## src/rtl/uart_flag_pkg.sv

```systemverilog
package uart_flag_pkg;
  // status flag positions (also the flag register index)
  localparam int F_RRDY = 0;
  localparam int F_TRDY = 1;
  localparam int F_OE   = 2;
  localparam int F_BRK  = 3;
  localparam int F_FE   = 4;
  localparam int F_PE   = 5;
  localparam int NFLAG  = 6;

  // action word: receive-side flags cleared at CLR_BASE+k, set at SET_BASE+k
  localparam int ACT_CLR_BASE = 0;
  localparam int ACT_SET_BASE = 5;
  localparam int ACT_RX_POP   = 10;
  localparam int ACT_RX_FLUSH = 11;
  localparam int ACT_TX_FLUSH = 12;
  localparam int ACT_TRDY_CLR = 13;
  localparam int ACT_TRDY_SET = 14;
  localparam int ACT_W        = 15;

  // control word field offsets
  localparam int CTL_IE_LSB  = 0;
  localparam int CTL_IE_W    = 6;
  localparam int CTL_DLY_LSB = 14;
endpackage

```

## src/rtl/ufc_flag_reg.sv

```systemverilog
module ufc_flag_reg (
  input  logic clk,
  input  logic rst_n,
  input  logic set_i,
  input  logic clr_i,
  output logic q_o
);
  logic en, d;

  always_comb begin
    en = set_i | clr_i;
    d  = set_i;          // set has priority over clear
  end

  always_ff @(posedge clk or negedge rst_n) begin
    if (!rst_n)  q_o <= 1'b0;
    else if (en) q_o <= d;
  end

  a_r3_set_wins: assert property (@(posedge clk) disable iff (!rst_n)
    set_i |=> q_o);
  a_r2_clear_applies: assert property (@(posedge clk) disable iff (!rst_n)
    (clr_i && !set_i) |=> !q_o);
endmodule

```

## src/rtl/ufc_level_ctr.sv

```systemverilog
module ufc_level_ctr #(
  parameter int DEPTH = 16,
  localparam int LVL_W = $clog2(DEPTH + 1)
) (
  input  logic             clk,
  input  logic             rst_n,
  input  logic             push_i,
  input  logic             pop_i,
  input  logic             flush_i,
  output logic [LVL_W-1:0] level_o,
  output logic             full_o,
  output logic             empty_o
);
  logic             do_push, do_pop, en;
  logic [LVL_W-1:0] nxt;

  always_comb begin
    full_o  = (level_o == LVL_W'(DEPTH));
    empty_o = (level_o == '0);
    do_pop  = pop_i & ~empty_o;
    do_push = push_i & (~full_o | do_pop);
    en      = flush_i | do_push | do_pop;
    if (flush_i) nxt = '0;
    else         nxt = level_o + LVL_W'(do_push) - LVL_W'(do_pop);
  end

  always_ff @(posedge clk or negedge rst_n) begin
    if (!rst_n)  level_o <= '0;
    else if (en) level_o <= nxt;
  end

  a_r4_bounded: assert property (@(posedge clk) disable iff (!rst_n)
    level_o <= LVL_W'(DEPTH));
  a_r5_flush_empties: assert property (@(posedge clk) disable iff (!rst_n)
    flush_i |=> (level_o == '0));
  a_r6_full_holds: assert property (@(posedge clk) disable iff (!rst_n)
    (push_i && full_o && !pop_i && !flush_i) |=> (level_o == LVL_W'(DEPTH)));
endmodule

```

## src/rtl/ufc_rx_delay.sv

```systemverilog
module ufc_rx_delay #(
  parameter int DLY_W = 8
) (
  input  logic             clk,
  input  logic             rst_n,
  input  logic             tick_i,
  input  logic             empty_i,
  input  logic [DLY_W-1:0] dly_i,
  output logic             rise_o
);
  logic [DLY_W-1:0] cnt, cnt_nxt;
  logic             cnt_en, done, done_q;

  always_comb begin
    done    = ~empty_i & (cnt >= dly_i);
    cnt_en  = empty_i | (tick_i & (cnt < dly_i));
    cnt_nxt = empty_i ? '0 : cnt + 1'b1;
    rise_o  = done & ~done_q;
  end

  always_ff @(posedge clk or negedge rst_n) begin
    if (!rst_n) begin
      cnt    <= '0;
      done_q <= 1'b0;
    end else begin
      if (cnt_en) cnt <= cnt_nxt;
      done_q <= done;
    end
  end

  a_r8_restart: assert property (@(posedge clk) disable iff (!rst_n)
    empty_i |=> (cnt == '0));
  a_r8_tick_only: assert property (@(posedge clk) disable iff (!rst_n)
    (!empty_i && !tick_i) |=> $stable(cnt));
endmodule

```

## src/rtl/uart_flag_ctrl.sv

```systemverilog
module uart_flag_ctrl
  import uart_flag_pkg::*;
#(
  parameter int DEPTH = 16,
  parameter int DLY_W = 8,
  parameter int THR_W = 4
) (
  input  logic                                     clk,
  input  logic                                     rst_n,
  input  logic [CTL_DLY_LSB+DLY_W+THR_W-1:0]       ctrl_i,
  input  logic                                     act_we_i,
  input  logic [ACT_W-1:0]                         act_i,
  input  logic                                     bit_tick_i,
  input  logic                                     rx_push_i,
  input  logic                                     rx_brk_i,
  input  logic                                     rx_fe_i,
  input  logic                                     rx_pe_i,
  input  logic                                     tx_push_i,
  input  logic                                     tx_pop_i,
  output logic [NFLAG+2*$clog2(DEPTH+1)-1:0]       status_o,
  output logic                                     irq_o,
  output logic                                     rx_pop_o,
  output logic                                     rx_flush_o,
  output logic                                     tx_flush_o
);
  localparam int LVL_W   = $clog2(DEPTH + 1);
  localparam int THR_LSB = CTL_DLY_LSB + DLY_W;
  localparam int NRXF    = 5;
  // receive-side flags in action-word order
  localparam int RXF_IDX [NRXF] = '{F_RRDY, F_OE, F_BRK, F_FE, F_PE};
  // enable bit k of the control word guards flag EN_IDX[k]
  localparam int EN_IDX [NFLAG] = '{F_RRDY, F_OE, F_BRK, F_FE, F_PE, F_TRDY};

  logic [ACT_W-1:0] act_v;
  logic [LVL_W-1:0] rx_lvl, tx_lvl;
  logic             rx_full, rx_empty, tx_full, tx_empty;
  logic             rrdy_hw, oe_hw, trdy_hw, thr_ok, thr_q;
  logic [NFLAG-1:0] f_set, f_clr, flags, en_map;
  logic             irq_d;
  logic             unused_ctl;

  assign unused_ctl = ^{ctrl_i[CTL_DLY_LSB-1:CTL_IE_W], tx_full, tx_empty};

  always_comb act_v = act_we_i ? act_i : '0;

  ufc_level_ctr #(.DEPTH(DEPTH)) u_rx_lvl (
    .clk(clk), .rst_n(rst_n), .push_i(rx_push_i), .pop_i(act_v[ACT_RX_POP]),
    .flush_i(act_v[ACT_RX_FLUSH]), .level_o(rx_lvl), .full_o(rx_full), .empty_o(rx_empty));

  ufc_level_ctr #(.DEPTH(DEPTH)) u_tx_lvl (
    .clk(clk), .rst_n(rst_n), .push_i(tx_push_i), .pop_i(tx_pop_i),
    .flush_i(act_v[ACT_TX_FLUSH]), .level_o(tx_lvl), .full_o(tx_full), .empty_o(tx_empty));

  ufc_rx_delay #(.DLY_W(DLY_W)) u_rx_dly (
    .clk(clk), .rst_n(rst_n), .tick_i(bit_tick_i), .empty_i(rx_empty),
    .dly_i(ctrl_i[CTL_DLY_LSB +: DLY_W]), .rise_o(rrdy_hw));

  always_comb begin
    oe_hw   = rx_push_i & rx_full & ~act_v[ACT_RX_POP];
    thr_ok  = int'(tx_lvl) <= int'(ctrl_i[THR_LSB +: THR_W]);
    trdy_hw = thr_ok & ~thr_q;
  end

  // set/clear requests per flag
  always_comb begin
    f_set = '0;
    f_clr = '0;
    for (int k = 0; k < NRXF; k++) begin
      f_set[RXF_IDX[k]] = act_v[ACT_SET_BASE + k];
      f_clr[RXF_IDX[k]] = act_v[ACT_CLR_BASE + k];
    end
    f_set[F_RRDY] = f_set[F_RRDY] | rrdy_hw;
    f_set[F_OE]   = f_set[F_OE]   | oe_hw;
    f_set[F_BRK]  = f_set[F_BRK]  | rx_brk_i;
    f_set[F_FE]   = f_set[F_FE]   | rx_fe_i;
    f_set[F_PE]   = f_set[F_PE]   | rx_pe_i;
    f_set[F_TRDY] = act_v[ACT_TRDY_SET] | trdy_hw;
    f_clr[F_TRDY] = act_v[ACT_TRDY_CLR];
  end

  for (genvar g = 0; g < NFLAG; g++) begin : g_flag
    ufc_flag_reg u_flag (
      .clk(clk), .rst_n(rst_n), .set_i(f_set[g]), .clr_i(f_clr[g]), .q_o(flags[g]));
  end

  always_comb begin
    en_map = '0;
    for (int k = 0; k < NFLAG; k++) en_map[EN_IDX[k]] = ctrl_i[CTL_IE_LSB + k];
    irq_d = |(flags & en_map);
  end

  always_ff @(posedge clk or negedge rst_n) begin
    if (!rst_n) begin
      thr_q <= 1'b0;
      irq_o <= 1'b0;
    end else begin
      thr_q <= thr_ok;
      irq_o <= irq_d;
    end
  end

  always_comb begin
    status_o   = {tx_lvl, rx_lvl, flags};
    rx_pop_o   = act_v[ACT_RX_POP] & ~rx_empty;
    rx_flush_o = act_v[ACT_RX_FLUSH];
    tx_flush_o = act_v[ACT_TX_FLUSH];
  end

  a_r6_overrun_flag: assert property (@(posedge clk) disable iff (!rst_n)
    (rx_push_i && rx_full && !act_v[ACT_RX_POP]) |=> status_o[F_OE]);
  a_r10_masked_quiet: assert property (@(posedge clk) disable iff (!rst_n)
    (ctrl_i[CTL_IE_LSB +: CTL_IE_W] == '0) |=> !irq_o);
  a_r7_brk_sets: assert property (@(posedge clk) disable iff (!rst_n)
    rx_brk_i |=> status_o[F_BRK]);
endmodule

```

## config.mk

```make
export PLATFORM = sky130hd
export DESIGN_NAME = uart_flag_ctrl
export DESIGN_NICKNAME = d
export VERILOG_FILES = /design/src/rtl/uart_flag_pkg.sv /design/src/rtl/ufc_flag_reg.sv /design/src/rtl/ufc_level_ctr.sv /design/src/rtl/ufc_rx_delay.sv /design/src/rtl/uart_flag_ctrl.sv
export SDC_FILE = /design/constraint.sdc
export NUM_CORES = 1
export LEC_CHECK = 0
export BUFFER_PORTS_ARGS = -buffer_cell sky130_fd_sc_hd__buf_2
export CAP_MARGIN = 10
export CORE_ASPECT_RATIO = 1.1
export CORE_MARGIN = 4
export CORE_UTILIZATION = 54
export CTS_CLUSTER_DIAMETER = 80
export DETAILED_ROUTE_END_ITERATION = 6
export GPL_TIMING_DRIVEN = 1
export PLACE_DENSITY = 0.86
export RECOVER_POWER = 25
export SYNTH_ARGS = -nofsm -noshare
export SYNTH_HDL_FRONTEND = slang
export SYNTH_SLANG_ARGS = --single-unit
```

## constraint.sdc

```tcl
create_clock -name clk -period 8.5 [get_ports clk]
set_input_delay 2.55 -clock clk [delete_from_list [all_inputs] [get_ports clk]]
set_output_delay 2.55 -clock clk [all_outputs]
set_load 0.01 [all_outputs]
```

==> out/qor.tcl <==
set qor(flow.area_growth_from_synthesis_pct) 16.8
set qor(min-delay-start) {u_rx_dly.done_q}
set qor(clock_tree_from_tritoncts) {built}
set qor(groute.usage.overall) 0.196
set qor(transition_time_of_the_tightest_slew_check_pin_ns) 1.47
set qor(post-synth-top-area-cell) {sky130_fd_sc_hd__dfrtp_1}
set qor(tritoncts_num_sinks) 27
set qor(dominant_cell_by_count_in_the_synthesized_netlist) {sky130_fd_sc_hd__dfrtp_1}
set qor(share_comb_of_total_power) 0.566
set qor(ys_warns) 0
set qor(rows) 23
set qor(least_setup_slack_across_all_paths_after_layout_ns) 2.61
set qor(worst_clock_skew_ns) 0.00440
set qor(crit_path_start_kind) {primary input}
set qor(synth.top_cells.by_count) {27 x sky130_fd_sc_hd__dfrtp_1, 26 x sky130_fd_sc_hd__inv_1, 25 x sky130_fd_sc_hd__ha_1}
set qor(number_of_antenna_violations_at_the_first_check_in_global_routing) 0
set qor(boundaryPins) 71
set qor(gr-total-overflow) 0
set qor(numPortBuffers) 62
set qor(ff2ff_path_depth) 15
set qor(layout_worst_path_cycle_share) 0.694
set qor(postRouteWirelength_mm) 4.51
set qor(worstReg2RegStart) {u_rx_lvl.level_o[2]}
set qor(ir_worst_vdd_mv) 0.194
set qor(place_congestion) 0.859
set qor(timing.fmax_mhz) 170
set qor(grt_first_pass_wirelength_mm) 7.51
set qor(timing_hold_violations_final) 0
set qor(post-cts-setup-buffer-count) 0
set qor(timing.setup.critical_path_class) {in -> out}
set qor(die_h_um) 72.9
set qor(cellPowerDensity_nw_per_um2) 279
set qor(ctsResizeCount) 0
set qor(die-width_um) 67.0
set qor(sw_frac_of_total) 0.431
set qor(min_to) {g_flag[0].u_flag.q_o}
set qor(finalSetupViolations) 0
set qor(route.layer.met1.wl_mm) 1.89
set qor(ys_top_cells_by_area) {sky130_fd_sc_hd__dfrtp_1 33%, sky130_fd_sc_hd__ha_1 15%, sky130_fd_sc_hd__inv_1 4.7%}
set qor(detailroute.via_count) 1849
set qor(wl_per_cell_um) 13.6
set qor(final_net_count) 360
set qor(post_layout_nonfiller_instances) 331
set qor(dieArea_sq_um) 4880
set qor(final-max-slew-violation-count) 0
set qor(cellInternalPower_mw) 0.383
set qor(cts_inserted_buffers) 3
set qor(tns_ns) 0
set qor(placed_instances) 327
set qor(num-fill-cells) 305
set qor(slew_headroom) 0.0219
set qor(critPathArrivalTime_ns) 3.34
set qor(timing.hold.worst.class) {reg -> reg}
set qor(yosys.area.top_type_share) 0.327
set qor(drtPass1Iterations) 4
set qor(layout-drive-gt1-share) 0.270
set qor(cts_hold_repair.buffers) 0
set qor(cell_depth_of_the_worst_min_delay_path) 1
set qor(ant_nets) 0
set qor(synth_edf_count) 0
set qor(worst_setup_path_end_kind) {primary output}
set qor(multi_input_comb_area_sq_um) 1210
set qor(setup_repair_after_global_routing_missed_its_margin) {false}
set qor(synthArstFlopShare) 1.00
set qor(num_antenna_cells) 0
set qor(final.min_clock_period_ns) 5.89
set qor(synth_seq_cells) 27
set qor(timing.critical_path.required_ns) 5.95
set qor(top_layer) {met4}
set qor(initial_core_util) 0.565
set qor(report.power.total_mw) 0.673
set qor(half_perimeter_wire_length_after_detailed_placement_mm) 3.59
set qor(grt_max_degree) 28
set qor(vias_per_cell) 5.59
set qor(clkLatencyLatePin_ns) 0.28
set qor(cts_buffer_depth) 2
set qor(leakage_nw) 1.23
set qor(floorplan.core_area_sq_um) 3650
set qor(syn_area_sq_um) 2060
set qor(run_status) {completed}
set qor(netSwitchingPower_mw) 0.290
set qor(grt_pass1_vias) 1794
set qor(clock_power_share) 0.115
set qor(cts.htree.levels) 1
set qor(yosysSeqAreaShare) 0.327
set qor(routed-wl-met3_um) 259
set qor(postSynth.topFlopCell) {sky130_fd_sc_hd__dfrtp_1}
set qor(routed-wl-met2_mm) 2.32
set qor(timing.critical_path.fanout_max) 17
set qor(post_synth_num_cell_types) 50
set qor(clock_tree.root_cell) {sky130_fd_sc_hd__clkbuf_8}
set qor(pre_cts_ws_ns) 2.60
set qor(seqPwrFrac) 0.319
set qor(syn-mean-instance-area_sq_um) 9.13
set qor(setup_slack_of_the_most_critical_reg_to_reg_path_ns) 5.14
set qor(drc_errors) 0
set qor(netlist_instances) 226
set qor(drt-initial-drc-count) 74
set qor(path_clk_slew_ns) 0.10
set qor(sequential_cell_area_sq_um) 676
set qor(timing.max_cap.violations) 0
set qor(post_synthesis_net_count) 304
set qor(r2r-end) {u_rx_lvl.level_o[4]}
==> critical path: stages <==
cell	delay, ns
sky130_fd_sc_hd__buf_2	0.28
sky130_fd_sc_hd__and2_1	0.32
sky130_fd_sc_hd__buf_2	0.19
==> per-layer routing <==
metal / vias to the layer above / GRT usage
li1: 917 / -
met1: 877 / 0.236
met2: 51 / 0.356
met3: 4 / 0.0277
met4: 0 / 0.0608
met5: - / 0
==> worst max path at each step <==
stage                        start         end  slack (ns)  cells past startpoint
final                     act_we_i  tx_flush_o        2.61                      3
after global routing      act_we_i  tx_flush_o        2.54                      3
after CTS                 act_we_i  tx_flush_o        2.60                      3
after detailed placement  act_we_i  tx_flush_o        2.60                      3
after global placement    act_we_i  tx_flush_o        2.62                      3
after floorplan           act_we_i  tx_flush_o        2.89                      3
==> area by class of cell <==
class                      count  area share
clock buffer                   3      0.0171
clock inverter                 1     0.00311
inverter                      28      0.0436
multi-input combinational    160       0.502
sequential                    27       0.280
tap                           50      0.0259
timing repair buffer          62       0.128
==> flip-flops by register name, summed over array words and instances, names as in the netlist <==
register	flops
u_rx_dly.cnt	8
irq_o	1
thr_q	1
u_rx_dly.done_q	1
u_tx_lvl.level_o	5
g_flag.u_flag.q_o	6
u_rx_lvl.level_o	5
==> cell families (layout without fill, tap and decap cells) <==
family | after synthesis | count (layout) | share of synthesized area
simple gates | 68 | 68 | 0.178
buf+inv | 39 | 94 | 0.0867
compound gates | 57 | 57 | 0.201
xor+xnor | 4 | 4 | 0.0170
mux | 4 | 4 | 0.0200
fa+ha+maj | 27 | 27 | 0.171
flops | 27 | 27 | 0.327
==> cell usage in the layout, fill, tap and decap left out, drive strengths merged, types with 6 or more instances in the layout <==
cell type   n
nor2b       6
o31ai       6
a21oi      14
o21a        6
nand2      18
dfrtp      27
nor2       14
inv        28
ha         25
nand3       7
buf        61
==> power by group through the flow <==
stage	sequential, mW	combinational (mW)	clock (mW)
after floorplan	0.216	0.284	0
after global placement	0.216	0.365	0
after detailed placement	0.218	0.383	0
after CTS	0.215	0.385	0.0798
after global routing	0.221	0.440	0.0842
final	0.215	0.381	0.0777
==> stage by stage <==
step	util	instance area [sq um]	hold slack, ns
floorplan	-	2060	0.407
global placement	0.647	2360	0.418
detailed placement	0.647	2360	0.414
CTS	0.660	2410	0.428
global route	0.660	2410	0.457
finish	0.660	2410	0.425
Power figures use the tool's default switching activity.
